`src/rtl/cbmt_pkg.sv`:
```
package cbmt_pkg;
  typedef enum logic [1:0] {ST_IDLE, ST_FILL, ST_UP, ST_DOWN} cb_stage_t;
endpackage

```
`src/rtl/cbmt_seq.sv`:
```
module cbmt_seq import cbmt_pkg::*; #(
  parameter int AW = 4,
  parameter int DW = 8
) (
  input  logic          clk,
  input  logic          rst,
  input  logic          go,
  input  logic          abort,
  output logic          busy,
  output logic          bus_en,
  output logic          bus_we,
  output logic [AW-1:0] bus_addr,
  output logic [DW-1:0] bus_data,
  output logic          bus_last
);
  localparam logic [AW-1:0] A_MAX = '1;

  cb_stage_t     stage;
  logic          phase;
  logic          sub;
  logic [AW-1:0] cnt;
  logic [AW-1:0] tgt;

  // checkerboard word: bit i is set when i is even, flipped by addr[0] and phase
  function automatic logic [DW-1:0] pat(input logic [AW-1:0] a, input logic ph);
    logic [DW-1:0] r;
    for (int i = 0; i < DW; i++) begin
      r[i] = (i[0] == 1'b0) ^ a[0] ^ ph;
    end
    return r;
  endfunction

  assign tgt  = sub ? ~cnt : cnt;
  assign busy = (stage != ST_IDLE) || bus_en;

  always_ff @(posedge clk) begin
    if (rst) begin
      stage    <= ST_IDLE;
      phase    <= 1'b0;
      sub      <= 1'b0;
      cnt      <= '0;
      bus_en   <= 1'b0;
      bus_we   <= 1'b0;
      bus_addr <= '0;
      bus_data <= '0;
      bus_last <= 1'b0;
    end else begin
      bus_en   <= 1'b0;
      bus_we   <= 1'b0;
      bus_last <= 1'b0;
      if (abort) begin
        stage <= ST_IDLE;
      end else begin
        case (stage)
          ST_IDLE: begin
            if (go) begin
              stage <= ST_FILL;
              phase <= 1'b0;
              cnt   <= '0;
              sub   <= 1'b0;
            end
          end
          ST_FILL: begin
            bus_en   <= 1'b1;
            bus_we   <= 1'b1;
            bus_addr <= cnt;
            bus_data <= pat(cnt, phase);
            if (cnt == A_MAX) begin
              cnt   <= '0;
              sub   <= 1'b0;
              stage <= ST_UP;
            end else begin
              cnt <= cnt + 1'b1;
            end
          end
          ST_UP, ST_DOWN: begin
            bus_en   <= 1'b1;
            bus_addr <= tgt;
            bus_data <= pat(tgt, phase);
            sub      <= ~sub;
            if (sub) begin
              if (stage == ST_UP) begin
                if (cnt == A_MAX) stage <= ST_DOWN;
                else              cnt   <= cnt + 1'b1;
              end else if (cnt == '0) begin
                if (!phase) begin
                  phase <= 1'b1;
                  stage <= ST_FILL;
                end else begin
                  stage    <= ST_IDLE;
                  bus_last <= 1'b1;
                end
              end else begin
                cnt <= cnt - 1'b1;
              end
            end
          end
          default: stage <= ST_IDLE;
        endcase
      end
    end
  end
endmodule

```
`src/rtl/cbmt_cmp.sv`:
```
module cbmt_cmp #(
  parameter int AW = 4,
  parameter int DW = 8
) (
  input  logic          clk,
  input  logic          rst,
  input  logic          clr,
  input  logic          bus_rd,
  input  logic [AW-1:0] bus_addr,
  input  logic [DW-1:0] bus_data,
  input  logic          bus_last,
  input  logic [DW-1:0] rdata,
  output logic          pend,
  output logic          mismatch,
  output logic          done,
  output logic          fail,
  output logic [AW-1:0] fail_addr,
  output logic [DW-1:0] fail_expect
);
  logic [AW-1:0] addr_q;
  logic [DW-1:0] exp_q;
  logic          last_q;

  assign mismatch = pend && !fail && (rdata != exp_q);

  always_ff @(posedge clk) begin
    if (rst) begin
      pend        <= 1'b0;
      addr_q      <= '0;
      exp_q       <= '0;
      last_q      <= 1'b0;
      done        <= 1'b0;
      fail        <= 1'b0;
      fail_addr   <= '0;
      fail_expect <= '0;
    end else begin
      pend   <= bus_rd;
      addr_q <= bus_addr;
      exp_q  <= bus_data;
      last_q <= bus_last;
      if (clr) begin
        done <= 1'b0;
        fail <= 1'b0;
      end else if (mismatch) begin
        fail        <= 1'b1;
        fail_addr   <= addr_q;
        fail_expect <= exp_q;
      end else if (pend && last_q && !fail) begin
        done <= 1'b1;
      end
    end
  end
endmodule

```
`src/rtl/cbmt_engine.sv`:
```
module cbmt_engine #(
  parameter int AW = 4,
  parameter int DW = 8
) (
  input  logic          clk,
  input  logic          rst,
  input  logic          start,
  output logic          done,
  output logic          fail,
  output logic [AW-1:0] fail_addr,
  output logic [DW-1:0] fail_expect,
  output logic          mem_en,
  output logic          mem_we,
  output logic [AW-1:0] mem_addr,
  output logic [DW-1:0] mem_wdata,
  input  logic [DW-1:0] mem_rdata
);
  logic seq_busy, cmp_pend, mismatch, accept, bus_last;

  assign accept = start && !seq_busy && !cmp_pend;

  cbmt_seq #(.AW(AW), .DW(DW)) u_seq (
    .clk      (clk),
    .rst      (rst),
    .go       (accept),
    .abort    (mismatch),
    .busy     (seq_busy),
    .bus_en   (mem_en),
    .bus_we   (mem_we),
    .bus_addr (mem_addr),
    .bus_data (mem_wdata),
    .bus_last (bus_last)
  );

  cbmt_cmp #(.AW(AW), .DW(DW)) u_cmp (
    .clk         (clk),
    .rst         (rst),
    .clr         (accept),
    .bus_rd      (mem_en && !mem_we),
    .bus_addr    (mem_addr),
    .bus_data    (mem_wdata),
    .bus_last    (bus_last),
    .rdata       (mem_rdata),
    .pend        (cmp_pend),
    .mismatch    (mismatch),
    .done        (done),
    .fail        (fail),
    .fail_addr   (fail_addr),
    .fail_expect (fail_expect)
  );
endmodule

```
`config.mk`:
```
export PLATFORM = sky130hd
export DESIGN_NAME = cbmt_engine
export DESIGN_NICKNAME = d
export VERILOG_FILES = /design/src/rtl/cbmt_pkg.sv /design/src/rtl/cbmt_seq.sv /design/src/rtl/cbmt_cmp.sv /design/src/rtl/cbmt_engine.sv
export SDC_FILE = /design/constraint.sdc
export NUM_CORES = 1
export LEC_CHECK = 0
export BUFFER_PORTS_ARGS = -buffer_cell sky130_fd_sc_hd__buf_2
export CAP_MARGIN = 20
export CORE_MARGIN = 1.5
export CORE_UTILIZATION = 49
export CTS_BUF_LIST = sky130_fd_sc_hd__clkbuf_4 sky130_fd_sc_hd__clkbuf_8 sky130_fd_sc_hd__clkbuf_16
export CTS_CLUSTER_DIAMETER = 50
export CTS_CLUSTER_SIZE = 24
export DETAILED_ROUTE_END_ITERATION = 8
export PLACE_DENSITY_LB_ADDON = 0.3
export SLEW_MARGIN = 25
export SYNTH_ARGS = -nofsm -noshare
export SYNTH_HDL_FRONTEND = slang
export SYNTH_HIERARCHICAL = 1
export SYNTH_SLANG_ARGS = --single-unit
```
`constraint.sdc`:
```
create_clock -name clk -period 6.58 [get_ports clk]
set_input_delay 0.987 -clock clk [delete_from_list [all_inputs] [get_ports clk]]
set_output_delay 0.987 -clock clk [all_outputs]
set_load 0.02 [all_outputs]
```
* After elaboration in Yosys (flattened, before gate mapping) *
Index checks and enable logic that the tools add are counted.

operators by class
  add/sub/neg operators = 2
  equal/unequal tests = 14
  mux-type cells = 28
  bitwise logic cells = 12
  reductions and logical operators = 29

operators with widths
  cell                                            count
  2-to-1 mux 4 bit                                7
  case mux 8 bit (2 select lines)                 1
  2-to-1 mux 2 bit                                6
  case mux 4 bit (3 select lines)                 1
  AND reduction 5 bit                             2
  2-to-1 mux 1 bit                                9
  != test 8 bit                                   1
  case mux 4 bit (2 select lines)                 1
  logical AND 1 bit                               7
  inverter 1 bit                                  7
  != test 2 x 1 -> 1 bit (second input constant)  3
  != test 3 x 2 -> 1 bit (second input constant)  2
  case mux 2 bit (3 select lines)                 1
  AND reduction 2 bit                             3
  AND reduction 6 bit                             1
  nonzero test 2 bit                              3
  OR reduction 2 bit                              3
  OR reduction 6 bit                              1
  adder 4 x 1 -> 4 bit (second input constant)    1
  == test 2 bit (second input constant)           2
  == test 4 bit (second input constant)           1
  logical NOT 1 bit                               4
  logical NOT 4 bit                               1
  != test 2 bit (second input constant)           2
  other kinds (12)                                15

word-level totals
  register bits = 51
  bits of input ports = 11
  output and inout bits = 28

* Depth between registers and ports, before layout *
  word-level depth = 7
  mapped depth = 9
  depth with buffers taken out = 9

* Modules after synthesis *
The synthesis kept the hierarchy.

modules (own cells, without submodules)
  module       instances  cells an instance  area each (µm²)  seq. area each (µm²)
  cbmt_cmp     1          101                1116.1           560.5
  cbmt_seq     1          123                1083.5           340.3
  cbmt_engine  1          2                  18.8             0.0

* Worst setup path before layout *
No wires, ideal clock.

  kind = input to register
  start point = input port mem_rdata[6]
  end point = register u_seq.cnt[0]
  arrival time = 2.756 ns
  data required time = 6.509 ns
  path slack = 3.753 ns
  stages = 8
  buffers on the path = 1
  cells stage by stage = xor2_1 nor4_2 a21boi_0 buf_2 nor3_2 o211ai_2 a2111o_1 a21oi_1

between the ends
  longest elaborated chain between the ends = 4

RTL lines
  element                               line               RTL
  from (decl)                           cbmt_engine.sv:16  input logic [DW-1:0] mem_rdata
  != test 8 bit                         cbmt_cmp.sv:24     assign mismatch = pend && !fail && (rdata != exp_q);
  logical AND 1 bit                     cbmt_cmp.sv:24
  via mismatch                          cbmt_engine.sv:18  logic seq_busy, cmp_pend, mismatch, accept, bus_last;
  inverter 1 bit (no source line)       --
  AND reduction 5 bit (no source line)  --
  to (signal assigned)                  cbmt_seq.sv:73     cnt <= cnt + 1'b1;
  to (signal assigned)                  cbmt_seq.sv:84     else cnt <= cnt + 1'b1;
  to (signal assigned)                  cbmt_seq.sv:94     cnt <= cnt - 1'b1;
  to (decl)                             cbmt_seq.sv:21     logic [AW-1:0] cnt;

The timed path passes the listed nets, and every way through them passes these cells.
A chain may end at the register's enable or synchronous reset.

* Final worst setup path *
  start point = input port mem_rdata[3]
  end point = register u_seq.cnt[0]

The elaborated chain is that of the path after synthesis.

==> results_dict.tcl <==
set metrics [dict create \
    status "finished clean" \
    powerDensity_nw_per_um2 379 \
    finalClockSkew_ns 0.00505 \
    switchingPower_mw 0.341 \
    post-synth-top-count-cell "dfxtp_1" \
    synth_cells 226 \
    r2r_start "u_seq/stage[1]" \
    cts.clk_slew.worst_paths_ns 0.08 \
    insertion_delay_ns 0.29 \
    area_growth_pct 13.9 \
    crit_slowest_cell "nor4_2" \
    hp-class "register to register" \
    antenna_found_initial 0 \
    synth_edf_count 0 \
    cts_root_buf "clkbuf_8" \
    worstSetupStartpointType "input pin" \
    pin_count 39 \
    layout.nets 276 \
    synth_top_flop_cell "dfxtp_1" \
    finalWirelength_mm 3.94 \
    cts_setup_buffers 0 \
    die_y_um 70.3 \
    portBuffers 38 \
    drv_cap 0 \
    internal_power_mw 0.615 \
    pwr-share-clk 0.253 \
    antenna_cells 0 \
    syn_area_per_cell_um2 9.82 \
    ant_nets 0 \
    min_period_ns 2.78 \
    fillerInstances 377 \
    grt_use_met1 0.206 \
    wl_per_cell_um 12.7 \
    async_flop_share 0 \
    syn_nets 245 \
    die_w_um 70.3 \
    grt_pass1_wl_mm 6.69 \
    grtUsageMet3 0.0447 \
    relSlewSlack 0.434 \
    worstSetupPathType "input pin to register" \
    postCtsHoldBufs 0 \
    crit_chain "buf_2 > xor2_1 > nor4_2 > a21boi_0 > buf_4 > nor3_2 > o211ai_2 > a2111o_1 > a21oi_1" \
    die-area_um2 4940 \
    end_kind "register" \
    cts_tree "done" \
    pre_cts_slack_ns 3.46 \
    min_path_cells 1 \
    synth.area.top_cells "dfxtp_1, mux2i_1, nand2b_1" \
    arrival_ns 3.00 \
    gr-usage-all-layers 0.170 \
    synth_top_area_share 0.406 \
    rrSetupSlack_ns 4.22 \
    firstDrtPassIters 4 \
    p_sw_frac 0.357 \
    htree_levels 2 \
    p_comb_frac 0.376 \
    seqPwrFrac 0.371 \
    total_power_mw 0.956 \
    ys_warn_count 6 \
    synth_top_area_cell "dfxtp_1" \
    setup_violations 0 \
    core_um2 4350 \
    cts_sinks 45 \
    rsz0062_at_grt "no" \
    grt_pass1_vias 1472 \
    cpLargestDelayFamily "compound AO/OA/AOI/OAI gates" \
    tns_ns 0 \
    gp_congestion 0.851 \
    synth_seq_area_share 0.406 \
    synth-seq-cells 45 \
    dpl.hpwl_mm 2.88 \
    crit_buf_inv 2 \
    drive_gt1_frac 0.236 \
    viasPerCell 5.09 \
    ys_types 45 \
    crit_end "u_seq/cnt[0]" \
    worst_r2r_endpoint "u_seq/stage[0]" \
    synth_common_cells "dfxtp_1, nand2b_1, mux2i_1, nor2b_1, nor2_1" \
    ctsResizeCount 0 \
    reg2reg_depth 9 \
    cp.required_ns 6.80 \
    numCtsBuffers 5 \
    drt_iter0_markers 63 \
    critical_path_cell_count 9 \
    busiest_layer "met2" \
    ir_worst_vdd_uv 153 \
    clk_path_buf_depth 2 \
    grt_max_degree 56 \
    p_leak_nw 1.06 \
    critPathMaxFanout 11 \
    setup_slack_ns 3.80 \
    report.final.slew_viol_count 0 \
    grt_use_met2 0.281 \
    drc 0 \
    grt-ovfl-total 0 \
    finalCritPeriodShare 0.422 \
    slowest_delay_ns 0.46 \
    start_util 0.509 \
    worstMarginPinSlew_ns 0.849 \
    rows 24 \
    max_freq_ghz 0.360 \
    num_vias 1578 \
    hold_viol 0 \
    crit_start "mem_rdata[3]" \
    synth_area_um2 2220 \
]
==> cell type report <==
type	instances	area [um2]	area share
Clock buffer	5	68.8	0.0272
Clock inverter	3	65.1	0.0258
Inverter	7	26.3	0.0104
Multi-Input combinational cell	158	1190	0.472
Sequential cell	45	901	0.357
Tap cell	52	65.1	0.0258
Timing Repair Buffer	40	209	0.0827
==> cells by family (layout without fill, tap and decap cells) <==
logic type                 Yosys count  after routing  synth area share
and+or+nand+nor                     88             88             0.240
DFF                                 45             45             0.406
AOI/OAI and AO/OA                   29             29             0.112
buffers and inverters               23             55            0.0570
muxes                               18             18            0.0812
xor gates and xnor gates            15             15            0.0592
adders and majority gates            8              8            0.0451
==> worst reg2reg max path, stage by stage (launching register included) <==
cell       delay, ns
dfxtp_1         0.39
inv_1           0.18
ha_1            0.21
nand2b_1        0.08
nor3b_2         0.31
nor2b_1         0.15
or2_1           0.28
a211oi_4        0.25
nor2_1          0.09
a2111oi_2       0.34
==> layer usage <==
| layer | share of wire | vias to the layer above |
|---|---|---|
| li1 | - | 818 |
| met5 | 0 | - |
| met3 | 0.052 | 9 |
| met2 | 0.49 | 36 |
| met4 | 0.020 | 0 |
| met1 | 0.43 | 715 |
==> metrics by stage <==
stage               std cells  hold WS [ns]   util  area, um2
global route              310         0.456  0.580       2530
floorplan                 226         0.414      -       2220
global placement          301         0.419  0.547       2380
CTS                       310         0.439  0.580       2530
finish                    310         0.439  0.580       2530
detailed placement        302         0.422  0.549       2390
==> registers in the layout, summed over array words and instances (netlist names), 2 cells and up <==
signal	cells
u_cmp/exp_q	8
u_cmp/fail_expect	8
u_cmp/addr_q	4
u_cmp/fail_addr	4
u_seq/bus_addr	4
u_seq/cnt	4
u_seq/bus_data	2
u_seq/stage	2
==> layout by cell type, fill, tap and decap left out, types with 4 or more instances in the layout <==
cell / count
nand2b_1: 22
nor2_1: 17
dfxtp_1: 45
buf_2: 38
nor2b_1: 18
inv_1: 7
mux2i_1: 18
o21ai_0: 4
clkbuf_8: 5
or2b_1: 4
xor2_1: 13
a211oi_1: 5
nand2_1: 6
a21oi_1: 4
nor3_1: 5
ha_1: 8
==> worst min-delay path by stage <==
stage | start | to | slack [ns]
floorplan | u_seq/bus_last | u_cmp/last_q | 0.41
global placement | u_seq/bus_last | u_cmp/last_q | 0.42
detailed placement | u_seq/bus_last | u_cmp/last_q | 0.42
CTS | u_seq/bus_last | u_cmp/last_q | 0.44
global route | u_seq/bus_last | u_cmp/last_q | 0.46
finish | u_seq/bus_last | u_cmp/last_q | 0.44
==> power by group through the flow <==
| stage | clock [mW] | sequential [mW] | combinational (mW) |
|---|---|---|---|
| CTS | 0.248 | 0.355 | 0.362 |
| detailed placement | 0 | 0.361 | 0.359 |
| global placement | 0 | 0.361 | 0.352 |
| global route | 0.263 | 0.362 | 0.393 |
| finish | 0.242 | 0.355 | 0.360 |
| floorplan | 0 | 0.373 | 0.277 |
Note: power is estimated with default switching activity, not from simulation.
